==> src/rtl/spi_div_pkg.sv <==
package spi_div_pkg;
  localparam int LIN_W = 8;
  localparam int EXP_W = 4;

  typedef struct packed {
    logic             lin_sel;
    logic [LIN_W-1:0] n;
    logic [EXP_W-1:0] m;
    logic             cpol;
  } div_cfg_t;
endpackage

==> src/rtl/div_cfg_shadow.sv <==
module div_cfg_shadow
  import spi_div_pkg::*;
(
  input  logic     clk,
  input  logic     rst,
  input  logic     run,
  input  div_cfg_t cfg_in,
  output div_cfg_t cfg_q
);
  always_ff @(posedge clk) begin
    if (rst)       cfg_q <= '0;
    else if (!run) cfg_q <= cfg_in;
  end


  cfg_frozen_chk: assert property (@(posedge clk) disable iff (rst)
    run |=> $stable(cfg_q));
endmodule

==> src/rtl/div_tick_gen.sv <==
module div_tick_gen
  import spi_div_pkg::*;
#(
  parameter int LIN_WIDTH = LIN_W,
  parameter int EXP_WIDTH = EXP_W
)(
  input  logic     clk,
  input  logic     rst,
  input  logic     run,
  input  div_cfg_t cfg,
  output logic     tick
);
  localparam int EXP_SPAN = 1 << EXP_WIDTH;
  localparam int CNT_W    = (LIN_WIDTH > EXP_SPAN) ? LIN_WIDTH : EXP_SPAN;

  logic [CNT_W-1:0] cnt, cnt_inc;
  logic             lin_hit, exp_hit;

  assign cnt_inc = cnt + 1'b1;
  assign lin_hit = (cnt[LIN_WIDTH-1:0] == cfg.n);
  // power-of-two mode: a half-period ends when the selected bit flips
  assign exp_hit = cnt[cfg.m] ^ cnt_inc[cfg.m];
  assign tick    = run && (cfg.lin_sel ? lin_hit : exp_hit);

  always_ff @(posedge clk) begin
    if (rst || !run)                 cnt <= '0;
    else if (cfg.lin_sel && lin_hit) cnt <= '0;
    else                             cnt <= cnt_inc;
  end


  lin_bound_chk: assert property (@(posedge clk) disable iff (rst)
    (run && cfg.lin_sel) |-> (cnt[LIN_WIDTH-1:0] <= cfg.n));
endmodule

==> src/rtl/sclk_edge_gen.sv <==
module sclk_edge_gen (
  input  logic clk,
  input  logic rst,
  input  logic run,
  input  logic tick,
  input  logic cpol_in,
  input  logic cpol_cfg,
  output logic sclk,
  output logic lead_pls,
  output logic trail_pls
);
  logic at_idle;
  assign at_idle = (sclk == cpol_cfg);

  always_ff @(posedge clk) begin
    if (rst) begin
      sclk      <= 1'b0;
      lead_pls  <= 1'b0;
      trail_pls <= 1'b0;
    end else if (!run) begin
      sclk      <= cpol_in;
      lead_pls  <= 1'b0;
      trail_pls <= 1'b0;
    end else begin
      lead_pls  <= tick && at_idle;
      trail_pls <= tick && !at_idle;
      if (tick) sclk <= ~sclk;
    end
  end


  one_strobe_chk: assert property (@(posedge clk) disable iff (rst)
    $onehot0({lead_pls, trail_pls}));

  idle_quiet_chk: assert property (@(posedge clk) disable iff (rst)
    !run |=> (!lead_pls && !trail_pls));
endmodule

==> src/rtl/spi_sclk_div.sv <==
module spi_sclk_div
  import spi_div_pkg::*;
#(
  parameter int LIN_WIDTH = LIN_W,
  parameter int EXP_WIDTH = EXP_W
)(
  input  logic                 clk,
  input  logic                 rst,
  input  logic                 run,
  input  logic                 cpol,
  input  logic                 lin_sel,
  input  logic [LIN_WIDTH-1:0] lin_div,
  input  logic [EXP_WIDTH-1:0] exp_div,
  output logic                 sclk,
  output logic                 lead_pls,
  output logic                 trail_pls
);
  div_cfg_t cfg_in, cfg_q;
  logic     tick;

  assign cfg_in = '{lin_sel: lin_sel, n: lin_div, m: exp_div, cpol: cpol};

  div_cfg_shadow u_shadow (
    .clk(clk), .rst(rst), .run(run), .cfg_in(cfg_in), .cfg_q(cfg_q)
  );

  div_tick_gen #(.LIN_WIDTH(LIN_WIDTH), .EXP_WIDTH(EXP_WIDTH)) u_tick (
    .clk(clk), .rst(rst), .run(run), .cfg(cfg_q), .tick(tick)
  );

  sclk_edge_gen u_edge (
    .clk(clk), .rst(rst), .run(run), .tick(tick),
    .cpol_in(cpol), .cpol_cfg(cfg_q.cpol),
    .sclk(sclk), .lead_pls(lead_pls), .trail_pls(trail_pls)
  );


  strobe_toggle_chk: assert property (@(posedge clk) disable iff (rst)
    (lead_pls || trail_pls) |-> (sclk != $past(sclk)));

  lead_level_chk: assert property (@(posedge clk) disable iff (rst)
    lead_pls |-> (sclk != cfg_q.cpol));

  trail_level_chk: assert property (@(posedge clk) disable iff (rst)
    trail_pls |-> (sclk == cfg_q.cpol));
endmodule

==> config.mk <==
export PLATFORM = sky130hd
export DESIGN_NAME = spi_sclk_div
export DESIGN_NICKNAME = d
export VERILOG_FILES = /design/src/rtl/spi_div_pkg.sv /design/src/rtl/div_cfg_shadow.sv /design/src/rtl/div_tick_gen.sv /design/src/rtl/sclk_edge_gen.sv /design/src/rtl/spi_sclk_div.sv
export SDC_FILE = /design/constraint.sdc
export NUM_CORES = 1
export LEC_CHECK = 0
export ABC_AREA = 1
export CAP_MARGIN = 20
export CORE_MARGIN = 1.5
export CORE_UTILIZATION = 55
export DETAILED_ROUTE_END_ITERATION = 8
export GPL_ROUTABILITY_DRIVEN = 0
export PLACE_DENSITY_LB_ADDON = 0.08
export SLEW_MARGIN = 15
export SYNTH_ARGS = -nofsm -noshare
export SYNTH_HDL_FRONTEND = slang
export SYNTH_HIERARCHICAL = 1
export SYNTH_SLANG_ARGS = --single-unit
export TNS_END_PERCENT = 1
==> constraint.sdc <==
create_clock -name clk -period 2.75 [get_ports clk]
set_input_delay 0.55 -clock clk [delete_from_list [all_inputs] [get_ports clk]]
set_output_delay 0.55 -clock clk [all_outputs]
set_load 0.02 [all_outputs]
**Word-level counts from Yosys, hierarchy flattened**

Index checks and enable logic that the tools add are counted.

- Logic and storage cells: 32
- Output and inout port bits: 3
- Bits in registers: 33

- Bitwise operators: 3
- Multiplexer cells: 7
- Reduce and logical (&&, ||, !) cells: 9
- $add $sub $neg: 1
- $lt $le $gt $ge: 1
- Equality and inequality tests: 3

Operator list:

| cell | number |
|---|---|
| $add 16x1->16 const B | 1 |
| $bmux 1 s4 | 2 |
| $eq 8x8->1 | 1 |
| $lt 4x5->1 const B | 1 |
| $mux 1 | 5 |
| $logic_and 1x1->1 | 4 |
| $reduce_or 2->1 | 2 |
| $logic_not 1->1 | 2 |
| $ne 2x1->1 const B | 1 |
| $not 1->1 | 2 |
| $eq 1x1->1 | 1 |
| $logic_or 1x1->1 | 1 |
| $xor 1x1->1 | 1 |

**Longest topological paths before layout**

Gate-level depths: netlist of run 1.

- Depth after elaboration: 8
- Depth in mapped cells: 19
- Gate-level depth less buffers: 19

**Hierarchy**

Netlist of run 1, hierarchy kept.

By module, submodules not included:

| module | seq. area each (um2) | cells each | area each (um2) | times used |
|---|---|---|---|---|
| div_tick_gen | 320.3 | 204 | 1328.8 | 1 |
| div_cfg_shadow | 280.3 | 89 | 588.1 | 1 |
| sclk_edge_gen | 60.1 | 16 | 126.4 | 1 |

**Worst setup path before layout of run 1**

Ideal clock, no wire load.

- Path kind: flip-flop to flip-flop
- Start point: reg u_tick.cnt[1]
- End point: reg u_edge.sclk
- Clock period less this slack: 1927 ps
- Path buffers: 0
- Data required time: 2628 ps
- Path slack: 823 ps
- Data arrival time: 1806 ps
- Cell stages (with the launch flop): 17
- Setup time: 122 ps
- Cell sequence: dfxtp_1 ha_1 nand2_2 nor2_2 nand2_2 o21ai_1 nand3_1 nand3_2 nand3_2 nand3_2 nand2_1 nand2_1 nand3_2 a21oi_2 nand2_1 nand2_1 a21oi_2

- Word-level cells in the longest chain between the ends: 7

RTL lines:

| what | line | RTL |
|---|---|---|
| start, declared | div_tick_gen.sv:16 | `logic [CNT_W-1:0] cnt, cnt_inc;` |
| start signal, assigned | div_tick_gen.sv:28 | `else cnt <= cnt_inc;` |
| $add 16x1->16 | div_tick_gen.sv:19 | `assign cnt_inc = cnt + 1'b1;` |
| $bmux 1 s4 | div_tick_gen.sv:22 | `assign exp_hit = cnt[cfg.m] ^ cnt_inc[cfg.m];` |
| $mux 1 (not written as such) | div_tick_gen.sv:22 |  |
| $xor 1x1->1 | div_tick_gen.sv:22 |  |
| $mux 1 (*) | div_tick_gen.sv:23 | `assign tick = run && (cfg.lin_sel ? lin_hit : exp_hit);` |
| $logic_and 1x1->1 (*) | div_tick_gen.sv:23 |  |
| named net tick | spi_sclk_div.sv:19 | `logic tick;` |
| $ne 2x1->1 (no source line) (*) | n/a |  |
| end signal, assigned | sclk_edge_gen.sv:21 | `sclk <= cpol_in;` |
| end signal, assigned | sclk_edge_gen.sv:27 | `if (tick) sclk <= ~sclk;` |
| end, declared | sclk_edge_gen.sv:8 | `output logic sclk,` |

The timed path passes the listed nets; every way through them passes the cells marked *. The select of a mux whose other input is x is not followed.
A chain may end at the register's enable or synchronous reset.

**Worst setup path after layout of run 1**

Ends and elaborated chain as after synthesis.

==> results.ini, run 1 <==
[timing]
fmax_mhz=465
fin_crit_ps=2150
tightestPinTransition_ps=658
fin_setup_tns_ps=0
setup_ws_ps=599
maxSlewViolCount=0
whs_ps=484
setup_viol=0
grt_setup_unrepaired=no
fin_crit_sh=0.782
fin_worst_skew_ps=6.95
max_slew_margin=0.560
hold_viol=0

[placed_design]
post-dp-hpwl_um=3230
io_buffers=19
dpl_cell_area_mm2=0.00222
dp_slack_ps=625
placed_cells=368

[grt]
antenna_found_initial=0
grt_pass1_wl_um=7790
grt_overflow=0
grt_max_degree=32
grt_usage=0.237
grt_pass1_vias=1782

[synth]
syn_nets=327
ys_seq_area_frac=0.323
avgSynthCellArea_um2=6.61
ys_warn_count=6
synth_edf_count=0
synth-seq-cells=33
synth_flop_cell=dfxtp_1
synthCells=309
ys_types=34
async_reset_ff_frac=0
synth_area_mm2=0.00204

[final_layout]
finalNonFillerCells=376
area_growth_pct=12.6
fin_nets=347
drive_above_1_share=0.109
num_antenna_cells=0
stdcell_area_mm2=0.00230
nFillCells=324

[floorplanning]
die-area_mm2=0.00409
boundaryPins=20
die_h_um=64.0
start_util=0.594
die_x_um=64.0
core-area_mm2=0.00344
num_rows=21

[power_and_ir_drop]
pwr-share-seq=0.503
pwr-share-clk=0.339
worst_ir_drop_vdd_uv=353
power_switching_uw=276
swShare=0.270
p_comb_frac=0.158
internal-power_uw=745
p_leak_nw=0.955
p_per_area_mw_per_mm2=444

[clocking]
clock_latency_ps=280
numCtsBuffers=5
clockBufferDepth=2
clock-sinks=33
clk_pin_slew_ps=70
ctsHtreeMaxLevel=2
root_buffer=clkbuf_8
cts_tree=done
holdBufCountCts=0
post_cts_resized=0
post-cts-setup-buffers=0

[route]
via_per_inst=5.10
dr.pass1.iters=4
drc=0
num_vias=1918
drtIter0Drc=98
ant_nets=0
wl_per_cell_um=11.6
wl_um=4360

[critical_path]
cp.arrival_ps=2370
critPathLaunchType=flop
critPathMaxFanout=5
critPathCaptureType=flop
worstPathRequired_ps=2970
path_class=flop to flop

[min_path]
min_path_type=flop to flop

[outcome]
outcome=finished, final reports clean

[flow_run]
maxCapViolCount=0

[through the flow]
step | utilization | total power, mW
4_1_cts | 0.668 | 1.03
3_5_place_dp | 0.644 | 0.684
5_1_grt | 0.668 | 1.08
2_1_floorplan | - | 0.642
3_3_place_gp | 0.644 | 0.682
6_report | 0.668 | 1.02
[synth_stat cells (all sizes together) (4+ instances only)]
| cell type | instances | area share |
|---|---|---|
| a21oi | 10 | 0.028 |
| buf | 6 | 0.026 |
| dfxtp | 33 | 0.32 |
| inv | 46 | 0.085 |
| nand2 | 75 | 0.15 |
| nand3 | 33 | 0.10 |
| nor2 | 62 | 0.12 |
| o21ai | 13 | 0.036 |
| xnor2 | 4 | 0.017 |
| xor2 | 7 | 0.030 |
[layer usage]
layer | GRT usage | up-vias | routed length, um
met3 | 0.0493 | 5 | 295
li1 | - | 1000 | -
met2 | 0.388 | 57 | 1990
met4 | 0.0652 | 0 | 33
met1 | 0.314 | 856 | 2030
met5 | 0 | - | 0
[final cells by class]
| class | count | area [um2] | area share |
|---|---|---|---|
| inverters | 46 | 173 | 0.0750 |
| clock inverters | 2 | 10.0 | 0.00435 |
| well taps | 46 | 57.6 | 0.0250 |
| repair buffers | 22 | 213 | 0.0924 |
| clock buffers | 6 | 72.6 | 0.0315 |
| multi-input cells | 221 | 1110 | 0.485 |
| flip-flops and latches | 33 | 661 | 0.287 |
[flip-flops by register name, indices dropped and copies added, names as in the netlist]
name,count
u_shadow/cfg_q,14
u_edge/trail_pls,1
u_edge/lead_pls,1
u_tick/cnt,16
u_edge/sclk,1
[logic make-up (layout without fill, tap and decap cells)]
group / count (synthesis) / count (layout) / synth area share
xor+xnor: 11 / 11 / 0.0472
flops: 33 / 33 / 0.323
buf+inv: 55 / 76 / 0.131
fa+ha+maj: 1 / 1 / 0.00612
simple gates: 179 / 179 / 0.401
compound gates: 30 / 30 / 0.0912
[worst paths after layout]
| path | from | endpoint | slack (ps) | cells after the start |
|---|---|---|---|---|
| min reg2reg | u_tick/cnt[0] | u_tick/cnt[0] | 480 | 1 |
| max | u_tick/cnt[1] | u_edge/sclk | 600 | 17 |
| min | u_tick/cnt[0] | u_tick/cnt[0] | 480 | 1 |
| max reg2reg | u_tick/cnt[1] | u_edge/sclk | 600 | 17 |
[placed cells by master, fill, tap and decap left out, drive strengths merged]
cell type | synthesis | routed
o21bai | 1 | 1
clkdlybuf4s50 | 0 | 19
xnor2 | 4 | 4
nor2 | 62 | 62
or2 | 1 | 1
nand4 | 3 | 3
clkbuf | 3 | 6
o21ai | 13 | 13
nand3 | 33 | 33
o21a | 1 | 1
nand2 | 75 | 75
o22ai | 2 | 2
nor3 | 3 | 3
a2111oi | 1 | 1
dfxtp | 33 | 33
inv | 46 | 46
ha | 1 | 1
xor2 | 7 | 7
a221oi | 1 | 1
buf | 6 | 3
clkinv | 0 | 2
nand3b | 2 | 2
a21oi | 10 | 10
o211ai | 1 | 1
[power by group through the flow]
| stage | sequential [mW] | clock [mW] | combinational, mW |
|---|---|---|---|
| 4_1_cts | 0.514 | 0.358 | 0.161 |
| 2_1_floorplan | 0.523 | 0 | 0.119 |
| 5_1_grt | 0.516 | 0.378 | 0.184 |
| 6_report | 0.513 | 0.346 | 0.161 |
| 3_5_place_dp | 0.524 | 0 | 0.160 |
| 3_3_place_gp | 0.524 | 0 | 0.158 |
[critical path, stage by stage (launching register included)]
cell and delay (ps):
dfxtp_1 410, ha_1 230, nand2_2 110, nor2_4 170
nand3_1 120, nand3_1 100, nand2_1 60, inv_1 50
nand2_1 50, nand3_1 100, nand3_2 90, nand3_1 100
nand3_2 80, a21oi_2 160, inv_1 50, nand2_1 60
nand2_1 50, a21oi_2 100
No activity file was read; power rests on OpenSTA's default activity.
==> inputs of run 2 (changes only) <==
--- a/config.mk
+++ b/config.mk
@@ -8,7 +8,7 @@
 export ABC_AREA = 1
 export CAP_MARGIN = 20
 export CORE_MARGIN = 1.5
-export CORE_UTILIZATION = 55
+export CORE_UTILIZATION = 51
 export DETAILED_ROUTE_END_ITERATION = 8
 export GPL_ROUTABILITY_DRIVEN = 0
 export PLACE_DENSITY_LB_ADDON = 0.08
==> constraint.sdc (replaced) <==
create_clock -name clk -period 1.7 [get_ports clk]
set_input_delay 0.34 -clock clk [delete_from_list [all_inputs] [get_ports clk]]
set_output_delay 0.34 -clock clk [all_outputs]
set_load 0.02 [all_outputs]
==> results.ini, run 2 (same netlist as run 1, synthesis figures left out) <==
[timing]
setup_ws_ps=-338  ; was 599 ps
max_slew_margin=0.692  ; was 0.560
grt_setup_unrepaired=yes  ; was no
maxSlewViolCount=0  ; unchanged
fin_worst_skew_ps=10.2  ; was 6.95 ps
hold_viol=0  ; unchanged
fmax_mhz=491  ; was 465 MHz
setup_viol=6  ; was 0
fin_crit_ps=2040  ; was 2150 ps
tightestPinTransition_ps=462  ; was 658 ps
fin_crit_sh=1.20  ; was 0.782

[route]
drtIter0Drc=174  ; was 98
wl_um=4990  ; was 4360 um
ant_nets=0  ; unchanged
num_vias=2088  ; was 1918
dr.pass1.iters=4  ; unchanged
wl_per_cell_um=11.8  ; was 11.6 um
via_per_inst=4.94  ; was 5.10
drc=0  ; unchanged

[floorplanning]
die_h_um=66.3  ; was 64.0 um
start_util=0.546  ; was 0.594
boundaryPins=20  ; unchanged
die_x_um=66.3  ; was 64.0 um
core-area_mm2=0.00374  ; was 0.00344 mm2
num_rows=22  ; was 21
die-area_mm2=0.00440  ; was 0.00409 mm2

[power_and_ir_drop]
p_leak_nw=1.23  ; was 0.955 nW
p_per_area_mw_per_mm2=636  ; was 444 mW/mm2
worst_ir_drop_vdd_uv=522  ; was 353 uV
power.total_mw=1.75  ; was 1.02 mW

[placed_design]
dp_slack_ps=-315  ; was 625 ps
io_buffers=19  ; unchanged
post-dp-hpwl_um=3570  ; was 3230 um

[final_layout]
drive_above_1_share=0.256  ; was 0.109
top_regs=u_tick/cnt (16), u_shadow/cfg_q (14)  ; unchanged
seqCellArea_um2=671  ; was 661 um2
final_common_cell=nand2_1  ; unchanged
area_growth_pct=34.7  ; was 12.6%
largest_reg_flops=16  ; unchanged
nFillCells=323  ; was 324
largest_register=u_tick/cnt  ; unchanged
multi_input_area_mm2=0.00118  ; was 0.00111 mm2
num_antenna_cells=0  ; unchanged
fin_nets=392  ; was 347
most-common-layout-cells=nand2_1, nor2_1, buf_4, inv_1, dfxtp_1  ; was nand2_1, nor2_1, inv_1, dfxtp_1, nand3_1

[critical_path]
r2r-end=u_edge/sclk  ; unchanged
worstReg2RegStart=u_tick/cnt[5]  ; was u_tick/cnt[1]
reg2reg_slack_ps=-340  ; was 600 ps
cp.arrival_ps=2260  ; was 2370 ps
critPathMaxFanout=5  ; unchanged
critPathCaptureType=flop  ; unchanged
worstPathRequired_ps=1920  ; was 2970 ps
path_class=flop to flop  ; unchanged
rr_worst_depth=16  ; was 17
critPathLaunchType=flop  ; unchanged

[min_path]
min_path_type=flop to flop  ; unchanged
min-delay-start=u_shadow/cfg_q[13]  ; was u_tick/cnt[0]
min_to=u_shadow/cfg_q[13]  ; was u_tick/cnt[0]
hold_path_depth=4  ; was 1

[clocking]
numCtsBuffers=5  ; unchanged
clockBufferDepth=2  ; unchanged
clk_pin_slew_ps=70  ; about the same
clock-sinks=33  ; unchanged
clock_latency_ps=290  ; was 280 ps
root_buffer=clkbuf_8  ; unchanged
ctsHtreeMaxLevel=2  ; unchanged
cts_tree=done  ; unchanged

[grt]
grt_usage=0.257  ; was 0.237
grt_pass1_wl_um=8530  ; was 7790 um
antenna_found_initial=0  ; unchanged
grt_pass1_vias=1996  ; was 1782
grt_max_degree=32  ; unchanged
grt_overflow=0  ; unchanged

[flow_run]
maxCapViolCount=0  ; unchanged

[outcome]
outcome=finished, violations left  ; was finished, final reports clean
failed_checks=negative setup slack

==> run 2: what timing repair did <==
item,in CTS,in global routing
hold buffers,0,0
endpoints found under the hold margin,0,0
endpoints found under the setup margin,3,19
buffers inserted,9,0
gates resized for setup,5,7
pin swaps,12,12
==> run 2: worst max-delay path by stage <==
stage	from	slack (ps)	to
after global routing	u_tick/cnt[1]	-540	u_edge/sclk
after detailed placement	u_tick/cnt[0]	-320	u_edge/sclk
after global placement	u_tick/cnt[0]	-270	u_edge/sclk
after floorplan	u_tick/cnt[1]	-130	u_edge/sclk
final	u_tick/cnt[5]	-340	u_edge/sclk
after CTS	u_tick/cnt[0]	-330	u_edge/sclk
==> run 2: layout make-up <==
type | count | share of cell area
Sequential cell | 33 | 0.244
Multi-Input combinational cell | 221 | 0.430
Inverter | 46 | 0.0627
Clock buffer | 8 | 0.0327
Timing Repair Buffer | 67 | 0.209
Tap cell | 48 | 0.0218
==> run 2: worst max-delay path: stages, from the launching register on <==
cell and delay, ps:
dfxtp_1 430, nand2_1 140, nor2_1 210, nand3_1 110, nand2_1 90, nand3_1 90
nand3_2 80, nand3_2 80, nand3_2 80, nand2_1 60, nand2_1 70, nand3_2 60
a21oi_2 180, inv_1 50, nand2_1 50, nand2_1 70, a21oi_2 130
==> run 2: per-stage QoR <==
step | utilization | cells | area, um2 | TNS, ps | hold WS [ps]
final | 0.735 | 423 | 2750 | -1110 | 511
after global routing | 0.735 | 423 | 2750 | -4530 | 547
after CTS | 0.730 | 423 | 2730 | -1080 | 509
after detailed placement | 0.683 | 406 | 2560 | -841 | 499
after global placement | 0.683 | 406 | 2560 | -752 | 495
after floorplan | - | 309 | 2080 | -279 | 424
==> run 2: where the power goes <==
group | total, mW | internal (mW) | switching, mW | leakage, nW
clock | 0.625 | 0.330 | 0.295 | 0.0455
combinational | 0.298 | 0.145 | 0.152 | 0.910
sequential | 0.827 | 0.802 | 0.0258 | 0.273
==> run 2: layer usage <==
layer,track usage,vias up,wire length (um)
met5,0,-,0
met4,0.117,0,162
met3,0.0511,21,204
met2,0.443,63,2430
li1,-,1091,-
met1,0.304,913,2190
==> inputs of run 3 (changes only) <==
==> constraint.sdc (replaced) <==
create_clock -name clk -period 1.85 [get_ports clk]
set_input_delay 0.37 -clock clk [delete_from_list [all_inputs] [get_ports clk]]
set_output_delay 0.37 -clock clk [all_outputs]
set_load 0.02 [all_outputs]
==> results.ini, run 3 (same netlist as run 1, synthesis figures left out) <==
[timing]
max_slew_margin=0.675  ; was 0.692
setup_viol=19  ; was 6
fmax_mhz=494  ; was 491 MHz
fin_crit_ps=2020  ; was 2040 ps
fin_setup_tns_ps=-1020  ; was -1110 ps
fin_worst_skew_ps=7.35  ; was 10.2 ps
maxSlewViolCount=0  ; unchanged
hold_viol=0  ; unchanged
fin_crit_sh=1.09  ; was 1.20
grt_setup_unrepaired=yes  ; unchanged
tightestPinTransition_ps=475  ; was 462 ps
setup_ws_ps=-172  ; was -338 ps

[power_and_ir_drop]
internal-power_mw=1.25  ; was 1.28 mW
pwr-share-clk=0.391  ; was 0.357
power_switching_uw=454  ; was 473 uW
worst_ir_drop_vdd_uv=450  ; was 522 uV
p_comb_frac=0.161  ; was 0.170
swShare=0.267  ; was 0.270
p_leak_nw=1.21  ; was 1.23 nW
pwr-share-seq=0.447  ; was 0.473
p_per_area_mw_per_mm2=627  ; was 636 mW/mm2

[final_layout]
largest_reg_flops=16  ; unchanged
stdcell_area_mm2=0.00272  ; was 0.00275 mm2
nFillCells=331  ; was 323
num_antenna_cells=0  ; unchanged
largest_register=u_tick/cnt  ; unchanged
drive_above_1_share=0.236  ; was 0.256
most-common-layout-cells=nand2_1, nor2_1, inv_1, buf_4, dfxtp_1  ; was nand2_1, nor2_1, buf_4, inv_1, dfxtp_1
fin_nets=381  ; was 392
final_common_cell=nand2_1  ; unchanged
top_regs=u_tick/cnt (16), u_shadow/cfg_q (14)  ; unchanged
area_growth_pct=32.9  ; was 34.7%
finalNonFillerCells=412  ; was 423

[clocking]
clockBufferDepth=2  ; unchanged
ctsHtreeMaxLevel=2  ; unchanged
root_buffer=clkbuf_8  ; unchanged
clk_pin_slew_ps=70  ; about the same
numCtsBuffers=5  ; unchanged
cts_tree=done  ; unchanged
clock-sinks=33  ; unchanged
holdBufCountCts=0  ; unchanged
clock_latency_ps=290  ; about the same

[grt]
grt_pass1_wl_um=8890  ; was 8530 um
antenna_found_initial=0  ; unchanged
grt_max_degree=32  ; unchanged
grt_overflow=0  ; unchanged
grt_usage=0.265  ; was 0.257
grt_pass1_vias=2083  ; was 1996

[critical_path]
critPathMaxFanout=5  ; unchanged
path_class=flop to flop  ; unchanged
worstPathRequired_ps=2080  ; was 1920 ps
cp.arrival_ps=2260  ; about the same
critPathLaunchType=flop  ; unchanged
reg2reg_slack_ps=-170  ; was -340 ps
critPathCaptureType=flop  ; unchanged

[route]
dr.pass1.iters=6  ; was 4
wl_um=5160  ; was 4990 um
drtIter0Drc=229  ; was 174
ant_nets=0  ; unchanged
num_vias=2136  ; was 2088
drc=0  ; unchanged
via_per_inst=5.18  ; was 4.94
wl_per_cell_um=12.5  ; was 11.8 um

[floorplanning]
die_h_um=66.3  ; unchanged
die_x_um=66.3  ; unchanged
start_util=0.546  ; unchanged
num_rows=22  ; unchanged
core-area_mm2=0.00374  ; unchanged
die-area_mm2=0.00440  ; unchanged
boundaryPins=20  ; unchanged

[placed_design]
io_buffers=19  ; unchanged
dpl_cell_area_mm2=0.00252  ; was 0.00256 mm2
post-dp-hpwl_um=3560  ; was 3570 um
placed_cells=401  ; was 406
dp_slack_ps=-166  ; was -315 ps

[outcome]
outcome=finished, violations left  ; unchanged
failed_checks=negative setup slack  ; unchanged

[flow_run]
maxCapViolCount=0  ; unchanged

[min_path]
min_path_type=flop to flop  ; unchanged

run 3: cell count changes in the layout (fill, tap and decap cells not counted), moves of 2 or more:
| cell | previous run | this run |
|---|---|---|
| clkbuf_1 | 2 | 0 |
| dfxtp_2 | 2 | 4 |
| buf_4 | 46 | 35 |
| dfxtp_1 | 29 | 27 |
| nand3_2 | 12 | 10 |
run 3: layout make-up:
class	instances	area (um2)	area share
Sequential cell	33	673	0.248
Clock inverter	1	7.51	0.00276
Timing Repair Buffer	56	493	0.181
Inverter	46	173	0.0636
Multi-Input combinational cell	221	1200	0.443
Clock buffer	7	108	0.0396
Tap cell	48	60.1	0.0221
run 3: final timing paths:
| check | start | to | depth (start not counted) |
|---|---|---|---|
| setup / recovery | u_tick/cnt[4] | u_edge/sclk | 16 |
| hold / removal | u_shadow/cfg_q[13] | u_shadow/cfg_q[13] | 4 |
| setup reg to reg | u_tick/cnt[4] | u_edge/sclk | 16 |
| hold reg to reg | u_shadow/cfg_q[13] | u_shadow/cfg_q[13] | 4 |
run 3: metrics by stage:
stage,hold WS (ps),utilization,power (mW)
6_report,507,0.726,1.70
5_1_grt,533,0.726,1.78
4_1_cts,508,0.713,1.71
3_5_place_dp,496,0.673,1.04
3_3_place_gp,494,0.673,1.03
2_1_floorplan,444,-,0.956
run 3: what timing repair did:
action	CTS	global route
pin swaps	11	7
setup buffers	2	1
setup endpoints to repair	3	19
gates resized for setup	7	8
run 3: worst max-delay path, cell delays in order (launching register included):
cell     delay (ps)
dfxtp_2         380
nand2_2         160
nor2_4          190
nand2_4          90
xor2_1          180
nand2_1          90
nand3_2          80
nand3_2          70
nand2_2          70
nand2_1          60
nand2_1          70
nand3_2          80
a21oi_4         150
inv_1            50
nand2_1          70
nand2_1          70
a21oi_2         100
run 3: per-layer routing:
metal | up-vias | routed length (um) | global-route usage
li1 | 1067 | - | -
met1 | 966 | 2170 | 0.311
met2 | 82 | 2480 | 0.458
met3 | 21 | 339 | 0.0630
met4 | 0 | 164 | 0.112
met5 | - | 0 | 0
run 3: power by group through the flow:
stage	clock (mW)	sequential (mW)	combinational, mW
after global routing	0.703	0.766	0.311
after floorplan	0	0.777	0.179
after global placement	0	0.778	0.254
final	0.666	0.761	0.274
after CTS	0.680	0.762	0.267
after detailed placement	0	0.779	0.259
